--- src/rtl/brf_pkg.sv ---
package brf_pkg;

    parameter int BYTE_W          = 8;
    parameter int NUM_DIRECT_ONLY = 10;
    parameter int NUM_SHARED      = 4;
    parameter int NUM_IND_ONLY    = 12;
    parameter int PTR_W           = 3;
    parameter int DADDR_W         = 4;
    parameter int FIRST_CODE      = 2;

    localparam int NUM_REGS       = NUM_DIRECT_ONLY + NUM_SHARED + NUM_IND_ONLY;
    localparam int IDX_W          = $clog2(NUM_REGS);
    localparam int IND_PAIRS      = NUM_IND_ONLY / 2;
    localparam int SHARED_PAIRS   = NUM_SHARED / 2;
    localparam int IND_BASE       = NUM_DIRECT_ONLY + NUM_SHARED;
    localparam int WORD_W         = 2 * BYTE_W;

    typedef logic [BYTE_W-1:0]  byte_t;
    typedef logic [WORD_W-1:0]  word_t;
    typedef logic [IDX_W-1:0]   idx_t;
    typedef logic [PTR_W-1:0]   ptr_t;
    typedef logic [DADDR_W-1:0] daddr_t;

    // Physical location of one byte; hit low means no storage behind it.
    typedef struct packed {
        logic hit;
        idx_t idx;
    } slot_t;

    // Addressing request of one port.
    typedef struct packed {
        logic   ind;
        daddr_t addr;
        logic   hi;
    } req_t;

    // Direct code to physical slot: codes below FIRST_CODE have no storage.
    function automatic slot_t direct_slot(input daddr_t code);
        slot_t s;
        if (int'(code) < FIRST_CODE) begin
            s.hit = 1'b0;
            s.idx = '0;
        end else begin
            s.hit = 1'b1;
            s.idx = idx_t'(int'(code) - FIRST_CODE);
        end
        return s;
    endfunction

    // Pointer plus byte select to physical slot. Low pointer values reach the
    // pointer-only pairs in order; the remaining values fold onto the shared
    // direct pairs, walking them from the top down.
    function automatic slot_t pointer_slot(input ptr_t p, input logic hi);
        slot_t s;
        int    sp;
        s.hit = 1'b1;
        if (int'(p) < IND_PAIRS) begin
            s.idx = idx_t'(IND_BASE + 2 * int'(p) + int'(hi));
        end else begin
            sp    = SHARED_PAIRS - 1 - (int'(p) - IND_PAIRS);
            s.idx = idx_t'(NUM_DIRECT_ONLY + 2 * sp + int'(hi));
        end
        return s;
    endfunction

endpackage

--- src/rtl/brf_ptr_reg.sv ---
module brf_ptr_reg
    import brf_pkg::*;
(
    input  logic clk,
    input  logic rst,
    input  logic ld,
    input  ptr_t din,
    output ptr_t q
);

    always_ff @(posedge clk) begin
        if (rst) begin
            q <= '0;
        end else if (ld) begin
            q <= din;
        end
    end

endmodule

--- src/rtl/brf_locate.sv ---
module brf_locate
    import brf_pkg::*;
(
    input  req_t  req,
    input  ptr_t  ptr,
    output slot_t lo_slot,
    output slot_t hi_slot,
    output logic  pick_hi
);

    daddr_t even_code;
    daddr_t odd_code;

    always_comb begin
        even_code = {req.addr[DADDR_W-1:1], 1'b0};
        odd_code  = {req.addr[DADDR_W-1:1], 1'b1};
        if (req.ind) begin
            lo_slot = pointer_slot(ptr, 1'b0);
            hi_slot = pointer_slot(ptr, 1'b1);
            pick_hi = req.hi;
        end else begin
            lo_slot = direct_slot(even_code);
            hi_slot = direct_slot(odd_code);
            pick_hi = req.addr[0];
        end
    end

endmodule

--- src/rtl/brf_store.sv ---
module brf_store
    import brf_pkg::*;
#(
    parameter int NRD = 4
) (
    input  logic                clk,
    input  logic                rst,
    input  logic                we,
    input  slot_t               w_slot,
    input  byte_t               w_data,
    input  slot_t [NRD-1:0]     rd_slot,
    output byte_t [NRD-1:0]     rd_data
);

    byte_t mem [NUM_REGS];

    always_ff @(posedge clk) begin
        if (rst) begin
            for (int i = 0; i < NUM_REGS; i++) begin
                mem[i] <= '0;
            end
        end else if (we && w_slot.hit) begin
            mem[w_slot.idx] <= w_data;
        end
    end

    for (genvar g = 0; g < NRD; g++) begin : g_rd
        assign rd_data[g] = rd_slot[g].hit ? mem[rd_slot[g].idx] : '0;
    end

endmodule

--- src/rtl/brf_regfile.sv ---
module brf_regfile
    import brf_pkg::*;
(
    input  logic        clk,
    input  logic        rst,
    input  logic        ptr_ld,
    input  logic [2:0]  ptr_in,
    output logic [2:0]  ptr_q,
    input  logic        we,
    input  logic        w_ind,
    input  logic [3:0]  w_addr,
    input  logic        w_hi,
    input  logic [7:0]  w_data,
    input  logic        a_ind,
    input  logic [3:0]  a_addr,
    input  logic        a_hi,
    input  logic        a_word,
    output logic [15:0] a_data,
    input  logic        b_ind,
    input  logic [3:0]  b_addr,
    input  logic        b_hi,
    input  logic        b_word,
    output logic [15:0] b_data
);

    localparam int NPORT = 2;
    localparam int NREQ  = NPORT + 1;
    localparam int WIDX  = NPORT;
    localparam int NRD   = 2 * NPORT;

    ptr_t                ptr_cur;
    req_t  [NREQ-1:0]    req;
    logic  [NPORT-1:0]   word_mode;
    slot_t [NREQ-1:0]    lo_s;
    slot_t [NREQ-1:0]    hi_s;
    logic  [NREQ-1:0]    pick_hi;
    slot_t [NRD-1:0]     rd_s;
    byte_t [NRD-1:0]     rd_b;
    word_t [NPORT-1:0]   port_out;
    slot_t               w_slot;

    brf_ptr_reg u_ptr (
        .clk (clk),
        .rst (rst),
        .ld  (ptr_ld),
        .din (ptr_in),
        .q   (ptr_cur)
    );

    assign ptr_q = ptr_cur;

    always_comb begin
        req[0].ind    = a_ind;
        req[0].addr   = a_addr;
        req[0].hi     = a_hi;
        req[1].ind    = b_ind;
        req[1].addr   = b_addr;
        req[1].hi     = b_hi;
        req[WIDX].ind  = w_ind;
        req[WIDX].addr = w_addr;
        req[WIDX].hi   = w_hi;
        word_mode     = {b_word, a_word};
    end

    for (genvar g = 0; g < NREQ; g++) begin : g_loc
        brf_locate u_loc (
            .req     (req[g]),
            .ptr     (ptr_cur),
            .lo_slot (lo_s[g]),
            .hi_slot (hi_s[g]),
            .pick_hi (pick_hi[g])
        );
    end

    for (genvar g = 0; g < NPORT; g++) begin : g_port
        assign rd_s[2*g]     = lo_s[g];
        assign rd_s[2*g + 1] = hi_s[g];
        assign port_out[g]   = word_mode[g] ? {rd_b[2*g + 1], rd_b[2*g]}
                             : {{BYTE_W{1'b0}}, (pick_hi[g] ? rd_b[2*g + 1] : rd_b[2*g])};
    end

    assign w_slot = pick_hi[WIDX] ? hi_s[WIDX] : lo_s[WIDX];

    brf_store #(.NRD(NRD)) u_store (
        .clk     (clk),
        .rst     (rst),
        .we      (we),
        .w_slot  (w_slot),
        .w_data  (w_data),
        .rd_slot (rd_s),
        .rd_data (rd_b)
    );

    assign a_data = port_out[0];
    assign b_data = port_out[1];

endmodule

--- config.mk ---
export PLATFORM = sky130hd
export DESIGN_NAME = brf_regfile
export DESIGN_NICKNAME = d
export VERILOG_FILES = /design/src/rtl/brf_pkg.sv /design/src/rtl/brf_ptr_reg.sv /design/src/rtl/brf_locate.sv /design/src/rtl/brf_store.sv /design/src/rtl/brf_regfile.sv
export SDC_FILE = /design/constraint.sdc
export NUM_CORES = 1
export LEC_CHECK = 0
export CAP_MARGIN = 25
export CELL_PAD_IN_SITES_DETAIL_PLACEMENT = 0
export CELL_PAD_IN_SITES_GLOBAL_PLACEMENT = 2
export CORE_ASPECT_RATIO = 1.5
export CORE_MARGIN = 10
export CORE_UTILIZATION = 40
export DETAILED_ROUTE_END_ITERATION = 8
export PLACE_DENSITY = 0.81
export SLEW_MARGIN = 20
export SYNTH_ARGS = -nofsm -noshare
export SYNTH_HDL_FRONTEND = slang
export SYNTH_SLANG_ARGS = --single-unit
--- constraint.sdc ---
create_clock -name clk -period 5.5 [get_ports clk]
set_input_delay 1.375 -clock clk [delete_from_list [all_inputs] [get_ports clk]]
set_output_delay 1.375 -clock clk [all_outputs]
set_load 0.01 [all_outputs]
==> impl_metrics.env, run 1 <==
export IMPL_min_path_type="reg2reg"
export IMPL_cts_hold_buf=0
export IMPL_hold_path_end="u_ptr.q[0]"
export IMPL_powerDensity_mw_per_mm2=293
export IMPL_syn_avg_cell_area_um2=10.2
export IMPL_synth_compound_area_share_pct=9.73
export IMPL_crit_path_start_kind="input port"
export IMPL_cts_clk_slew_worst_paths_ns=0.06
export IMPL_final_cell_mix="nand2_1, edfxtp_1, and2_1"
export IMPL_irDropWorstVdd_mv=0.195
export IMPL_crit_fanout=5
export IMPL_worstPathRequired_ns=4.12
export IMPL_r2r_slack_ns=1.55
export IMPL_hold_violations=0
export IMPL_slew_headroom_pct=31.4
export IMPL_clock_path_buffers=3
export IMPL_yosys_register_bits=259
export IMPL_endpoint_kind="output port"
export IMPL_utilization_pct=51.6
export IMPL_yosysSeqAreaShare_pct=51.3
export IMPL_hold_depth=3
export IMPL_grt_pass1_wl_um=86600
export IMPL_fin_crit_ns=5.46
export IMPL_post_route_drc_count=0
export IMPL_tightest_slew_ns=1.03
export IMPL_antenna_found_initial=0
export IMPL_rsz0062_at_grt="yes"
export IMPL_setup_viol=0
export IMPL_drt_wirelength_per_cell_um=27.5
export IMPL_synth_top_family_by_area="simple AND/OR/NAND/NOR gates"
export IMPL_cp_data_arrival_time_ns=4.08
export IMPL_place_congestion=0.959
export IMPL_via_per_inst=5.89
export IMPL_async_flop_share_pct=0
export IMPL_die_x_um=179
export IMPL_synthXorXnorAreaFrac_pct=0.116
export IMPL_globalRouteTotalUtil_pct=25.6
export IMPL_rr_worst_depth=8
export IMPL_cts_tree="yes"
export IMPL_diodes=0
export IMPL_r2r_end="u_store.mem[2][7]"
export IMPL_period_share_pct=99.2
export IMPL_htreeDepth=1
export IMPL_first_pass_iters=5
export IMPL_muxShareOfSynthArea_pct=6.38
export IMPL_place_port_buffers=69
export IMPL_fillers=3398
export IMPL_grt_max_degree=33
export IMPL_worstSetupPathType="in2out"
export IMPL_multiInputGateArea_mm2=0.00718
export IMPL_maxSlewViolCount=0
export IMPL_die_y_um=258
export IMPL_holdWs_ns=0.705
export IMPL_worstSkewPairLatency_ns=0.57
export IMPL_yosys_cell_types_count=78
export IMPL_rows=87
export IMPL_grt_overflow=0
export IMPL_fin_skew_ns=0.0132
export IMPL_dpl_cell_count=2129
export IMPL_final_common_cell="nand2_1"
export IMPL_start_util_pct=40.3
export IMPL_synth_edff_count=256
export IMPL_final_nets=1750
export IMPL_outcome="finished, final reports clean"
export IMPL_synthSimpleGateAreaFrac_pct=28.2
export IMPL_post_place_ws_ns=-0.711
export IMPL_synth_nets=1521
export IMPL_num_vias=13100
export IMPL_reg2reg_from="u_ptr.q[1]"
export IMPL_drtIter0Drc=1135
export IMPL_dp_hpwl_um=45000
export IMPL_cts_buffers=26
export IMPL_routed_wl_um=60900
export IMPL_regArea_mm2=0.00775
export IMPL_cts_root_buf="clkbuf_16"
export IMPL_die_area_mm2=0.0461
export IMPL_min_from="u_ptr.q[0]"
export IMPL_finalNonFillerCells=2217
export IMPL_worst_slack_ns=0.0432
export IMPL_design_portCount=70
export IMPL_synth_warnings=0
export IMPL_first_global_vias=13300
export IMPL_drive_above_1_share_pct=25.1
export IMPL_max_freq_mhz=183
export IMPL_synthFlopType="edfxtp_1"
export IMPL_synthAdderAreaFrac_pct=0.332
export IMPL_drv_cap=0
export IMPL_area_growth_pct=28.0
export IMPL_power_leakage_nw=7.55
export IMPL_syn_instance_count=1482
export IMPL_synth_area_mm2=0.0151
export IMPL_cts_sink_count=259
export IMPL_core_mm2=0.0374
export IMPL_ant_nets=0
## what timing repair did
item / CTS / global route
endpoints found under the setup margin: 32 / 24
setup buffers: 20 / 17
cloned: 4 / 2
pin swaps: 33 / 24
resized for setup: 159 / 58
## Yosys cell counts (all sizes together) (4+ instances only)
| master | n | area [µm²] |
|---|---|---|
| nand2 | 276 | 1060 |
| edfxtp | 256 | 7690 |
| and2 | 220 | 1380 |
| nand3 | 130 | 663 |
| mux2i | 86 | 873 |
| nor2 | 66 | 270 |
| buf | 58 | 375 |
| clkbuf | 42 | 158 |
| nand4 | 37 | 231 |
| o21ai | 33 | 165 |
| a22oi | 29 | 218 |
| or2 | 27 | 169 |
| a21oi | 21 | 109 |
| a31oi | 20 | 125 |
| and3 | 17 | 108 |
| inv | 14 | 52.6 |
| a32oi | 13 | 121 |
| nand2b | 9 | 56.3 |
| nor2b | 8 | 50.1 |
| o211ai | 8 | 65.1 |
| nor3 | 7 | 55.1 |
| nor4 | 7 | 98.9 |
| a21o | 6 | 45.0 |
| a2bb2oi | 6 | 76.3 |
| o221ai | 6 | 52.6 |
| o22ai | 6 | 37.5 |
| a211o | 5 | 43.8 |
| a21boi | 5 | 37.5 |
| a221o | 5 | 50.1 |
| a311oi | 4 | 35.0 |
| and4 | 4 | 35.0 |
| ha | 4 | 50.1 |
| mux2 | 4 | 45.0 |
## critical path, cell delays in order
cell and delay, ns:
dlygate4sd2_1 0.22, inv_1 0.07, ha_4 0.17, nor2b_1 0.13, buf_4 0.15, o32a_1 0.33, nand2_4 0.15, buf_12 0.15
buf_4 0.11, mux2i_1 0.18, a22oi_1 0.14, and4_1 0.25, buf_4 0.15, a221o_1 0.32, buf_4 0.15
## sequential cells by signal, summed over array words and instances, names as in the netlist
register,count
u_store.mem,256
u_ptr.q,3
## per-stage QoR
stage | area, µm² | total power, W | setup TNS, ns
after floorplan | 15100 | 0.00294 | 0
after global placement | 17600 | 0.00369 | -18.50
after detailed placement | 17600 | 0.00370 | -18.83
after CTS | 19100 | 0.00560 | 0
after global routing | 19300 | 0.00580 | -0.0410
final | 19300 | 0.00566 | 0
## layer usage
metal / global-route usage (%) / vias up / share of wire (%) / routed length (µm)
met2: 47.1 / 625 / 53 / 32400
met5: 0 / - / 0 / 0
met1: 25.8 / 6393 / 33 / 20200
li1: - / 5825 / - / -
met4: 18.8 / 0 / 8.2 / 5000
met3: 3.02 / 221 / 5.5 / 3350
## cells by family (layout without fill, tap and decap cells)
group / count (synthesis) / after routing
AOI/OAI and AO/OA: 192 / 192
muxes: 92 / 92
DFF: 259 / 259
and+or+nand+nor: 819 / 820
buffers and inverters: 114 / 359
adders and majority gates: 4 / 4
xor gates and xnor gates: 2 / 2
## where the power goes
part	total [W]	internal [W]	switching (W)
registers	0.00228	0.00223	0.0000468
clock network	0.00186	0.00106	0.000801
logic	0.00153	0.000654	0.000872
total	0.00566	0.00394	0.00172
## final cells by class
cell class / instances / area share, %
flip-flops and latches: 259 / 40.1
multi-input cells: 1110 / 37.2
repair buffers: 300 / 14.8
clock buffers: 28 / 3.41
well taps: 489 / 3.17
clock inverters: 17 / 1.07
inverters: 14 / 0.272
## worst max-delay path by stage
| stage | start | endpoint | slack (ns) | cells past startpoint |
|---|---|---|---|---|
| 3_5_place_dp | a_addr[1] | a_data[3] | -0.71 | 14 |
| 4_1_cts | a_addr[2] | a_data[3] | 0.004 | 15 |
| 3_3_place_gp | a_addr[1] | a_data[3] | -0.74 | 14 |
| 5_1_grt | a_ind | a_data[6] | -0.03 | 14 |
| 6_report | a_addr[2] | a_data[5] | 0.04 | 15 |
| 2_1_floorplan | b_addr[1] | b_data[0] | 0.77 | 10 |
(Power assumes the default switching activity.)
==> run 2: changes to the inputs <==
Settings changed: SLEW_MARGIN 20 to default.
==> impl_metrics.env, run 2 (synthesis results as in run 1) <==
export IMPL_worstPathRequired_ns=4.12
export IMPL_core_mm2=0.0374
export IMPL_clock_path_buffers=3
export IMPL_hold_depth=3
export IMPL_r2r_end="u_store.mem[2][7]"
export IMPL_place_congestion=0.959
export IMPL_num_vias=13100
export IMPL_drive_above_1_share_pct=25.1
export IMPL_routed_wl_um=60900
export IMPL_fin_setup_tns_ns=0
export IMPL_irDropWorstVdd_mv=0.195
export IMPL_first_pass_iters=5
export IMPL_final_common_cell="nand2_1"
export IMPL_cts_root_buf="clkbuf_16"
export IMPL_dp_hpwl_um=45000
export IMPL_grt_overflow=0
export IMPL_antenna_found_initial=0
export IMPL_cts_sink_count=259
export IMPL_diodes=0
export IMPL_die_area_mm2=0.0461
export IMPL_drv_cap=0
export IMPL_cp_data_arrival_time_ns=4.08
export IMPL_cts_clk_slew_worst_paths_ns=0.06
export IMPL_cts_buffers=26
export IMPL_hold_path_end="u_ptr.q[0]"
export IMPL_placed_area_mm2=0.0176
export IMPL_die_y_um=258
export IMPL_worstSetupPathType="in2out"
export IMPL_powerDensity_mw_per_mm2=293
export IMPL_fin_area_mm2=0.0193
export IMPL_post_route_drc_count=0
export IMPL_largest_register="u_store.mem"
export IMPL_period_share_pct=99.2
export IMPL_power_leakage_nw=7.55
export IMPL_min_path_type="reg2reg"
export IMPL_fin_skew_ns=0.0132
export IMPL_first_global_vias=13300
export IMPL_r2r_slack_ns=1.55
export IMPL_start_util_pct=40.3
export IMPL_reg2reg_from="u_ptr.q[1]"
export IMPL_globalRouteTotalUtil_pct=25.6
export IMPL_setup_viol=0
export IMPL_rsz0062_at_grt="yes"
export IMPL_cts_tree="yes"
export IMPL_outcome="finished, final reports clean"
export IMPL_rows=87
export IMPL_via_per_inst=5.89
export IMPL_fin_crit_ns=5.46
export IMPL_crit_path_start_kind="input port"
export IMPL_worstSkewPairLatency_ns=0.57
export IMPL_min_from="u_ptr.q[0]"
export IMPL_rr_worst_depth=8
export IMPL_area_growth_pct=28.0
export IMPL_max_freq_mhz=183
export IMPL_hold_violations=0
export IMPL_grt_max_degree=33
export IMPL_drtIter0Drc=1135
export IMPL_top_regs="u_store.mem x256, u_ptr.q x3"
export IMPL_slew_headroom_pct=31.4
export IMPL_endpoint_kind="output port"
export IMPL_design_portCount=70
export IMPL_place_port_buffers=69
export IMPL_cts_hold_buf=0
export IMPL_grt_pass1_wl_um=86600
export IMPL_ant_nets=0
export IMPL_dpl_cell_count=2129
export IMPL_tightest_slew_ns=1.03
export IMPL_die_x_um=179
export IMPL_drt_wirelength_per_cell_um=27.5
export IMPL_htreeDepth=1
export IMPL_largest_reg_flops=256
export IMPL_crit_fanout=5
export IMPL_maxSlewViolCount=0
export IMPL_final_cell_mix="nand2_1, edfxtp_1, and2_1"
export IMPL_finalNonFillerCells=2217
export IMPL_final_nets=1750
-- run 2: cell counts in the layout (fill, tap and decap cells not counted) --
Identical to the previous run, type by type.
-- run 2: report_power, final --
group / leakage, nW / switching [W] / internal, W
Combinational: 4.51 / 0.000872 / 0.000654
Sequential: 2.62 / 0.0000468 / 0.00223
Clock: 0.423 / 0.000801 / 0.00106
Total: 7.55 / 0.00172 / 0.00394
-- run 2: layout make-up --
cell class,instances,area [µm²]
clock buffers,28,658
multi-input cells,1110,7180
well taps,489,612
repair buffers,300,2860
flip-flops and latches,259,7750
inverters,14,52.6
fillers,3398,18100
clock inverters,17,206
-- run 2: through the flow --
stage	util, %	total power, W	hold slack (ns)	setup WS (ns)
after floorplan	-	0.00294	0.623	0.766
after global placement	47.1	0.00369	0.661	-0.738
after detailed placement	47.1	0.00370	0.667	-0.711
after CTS	50.9	0.00560	0.704	0.00404
after global routing	51.6	0.00580	0.754	-0.0320
final	51.6	0.00566	0.705	0.0432
-- run 2: routing by layer --
layer	up-vias	wire length [µm]	track usage, %
met5	-	0	0
met4	0	5000	18.8
met3	221	3350	3.02
met2	625	32400	47.1
met1	6393	20200	25.8
li1	5825	-	-
-- run 2: what timing repair did --
| item | CTS | global route |
|---|---|---|
| gates cloned | 4 | 2 |
| setup buffers | 20 | 17 |
| endpoints found under the setup margin | 32 | 24 |
| resized for setup | 159 | 58 |
| pin swaps | 33 | 24 |
-- run 2: critical path: stages --
cell	delay, ns
dlygate4sd2_1	0.22
inv_1	0.07
ha_4	0.17
nor2b_1	0.13
buf_4	0.15
o32a_1	0.33
nand2_4	0.15
buf_12	0.15
buf_4	0.11
mux2i_1	0.18
a22oi_1	0.14
and4_1	0.25
buf_4	0.15
a221o_1	0.32
buf_4	0.15
-- run 2: worst max-delay path by stage --
stage | startpoint | endpoint | slack [ns] | cells past startpoint
2_1_floorplan | b_addr[1] | b_data[0] | 0.77 | 10
3_3_place_gp | a_addr[1] | a_data[3] | -0.74 | 14
4_1_cts | a_addr[2] | a_data[3] | 0.004 | 15
5_1_grt | a_ind | a_data[6] | -0.03 | 14
3_5_place_dp | a_addr[1] | a_data[3] | -0.71 | 14
6_report | a_addr[2] | a_data[5] | 0.04 | 15
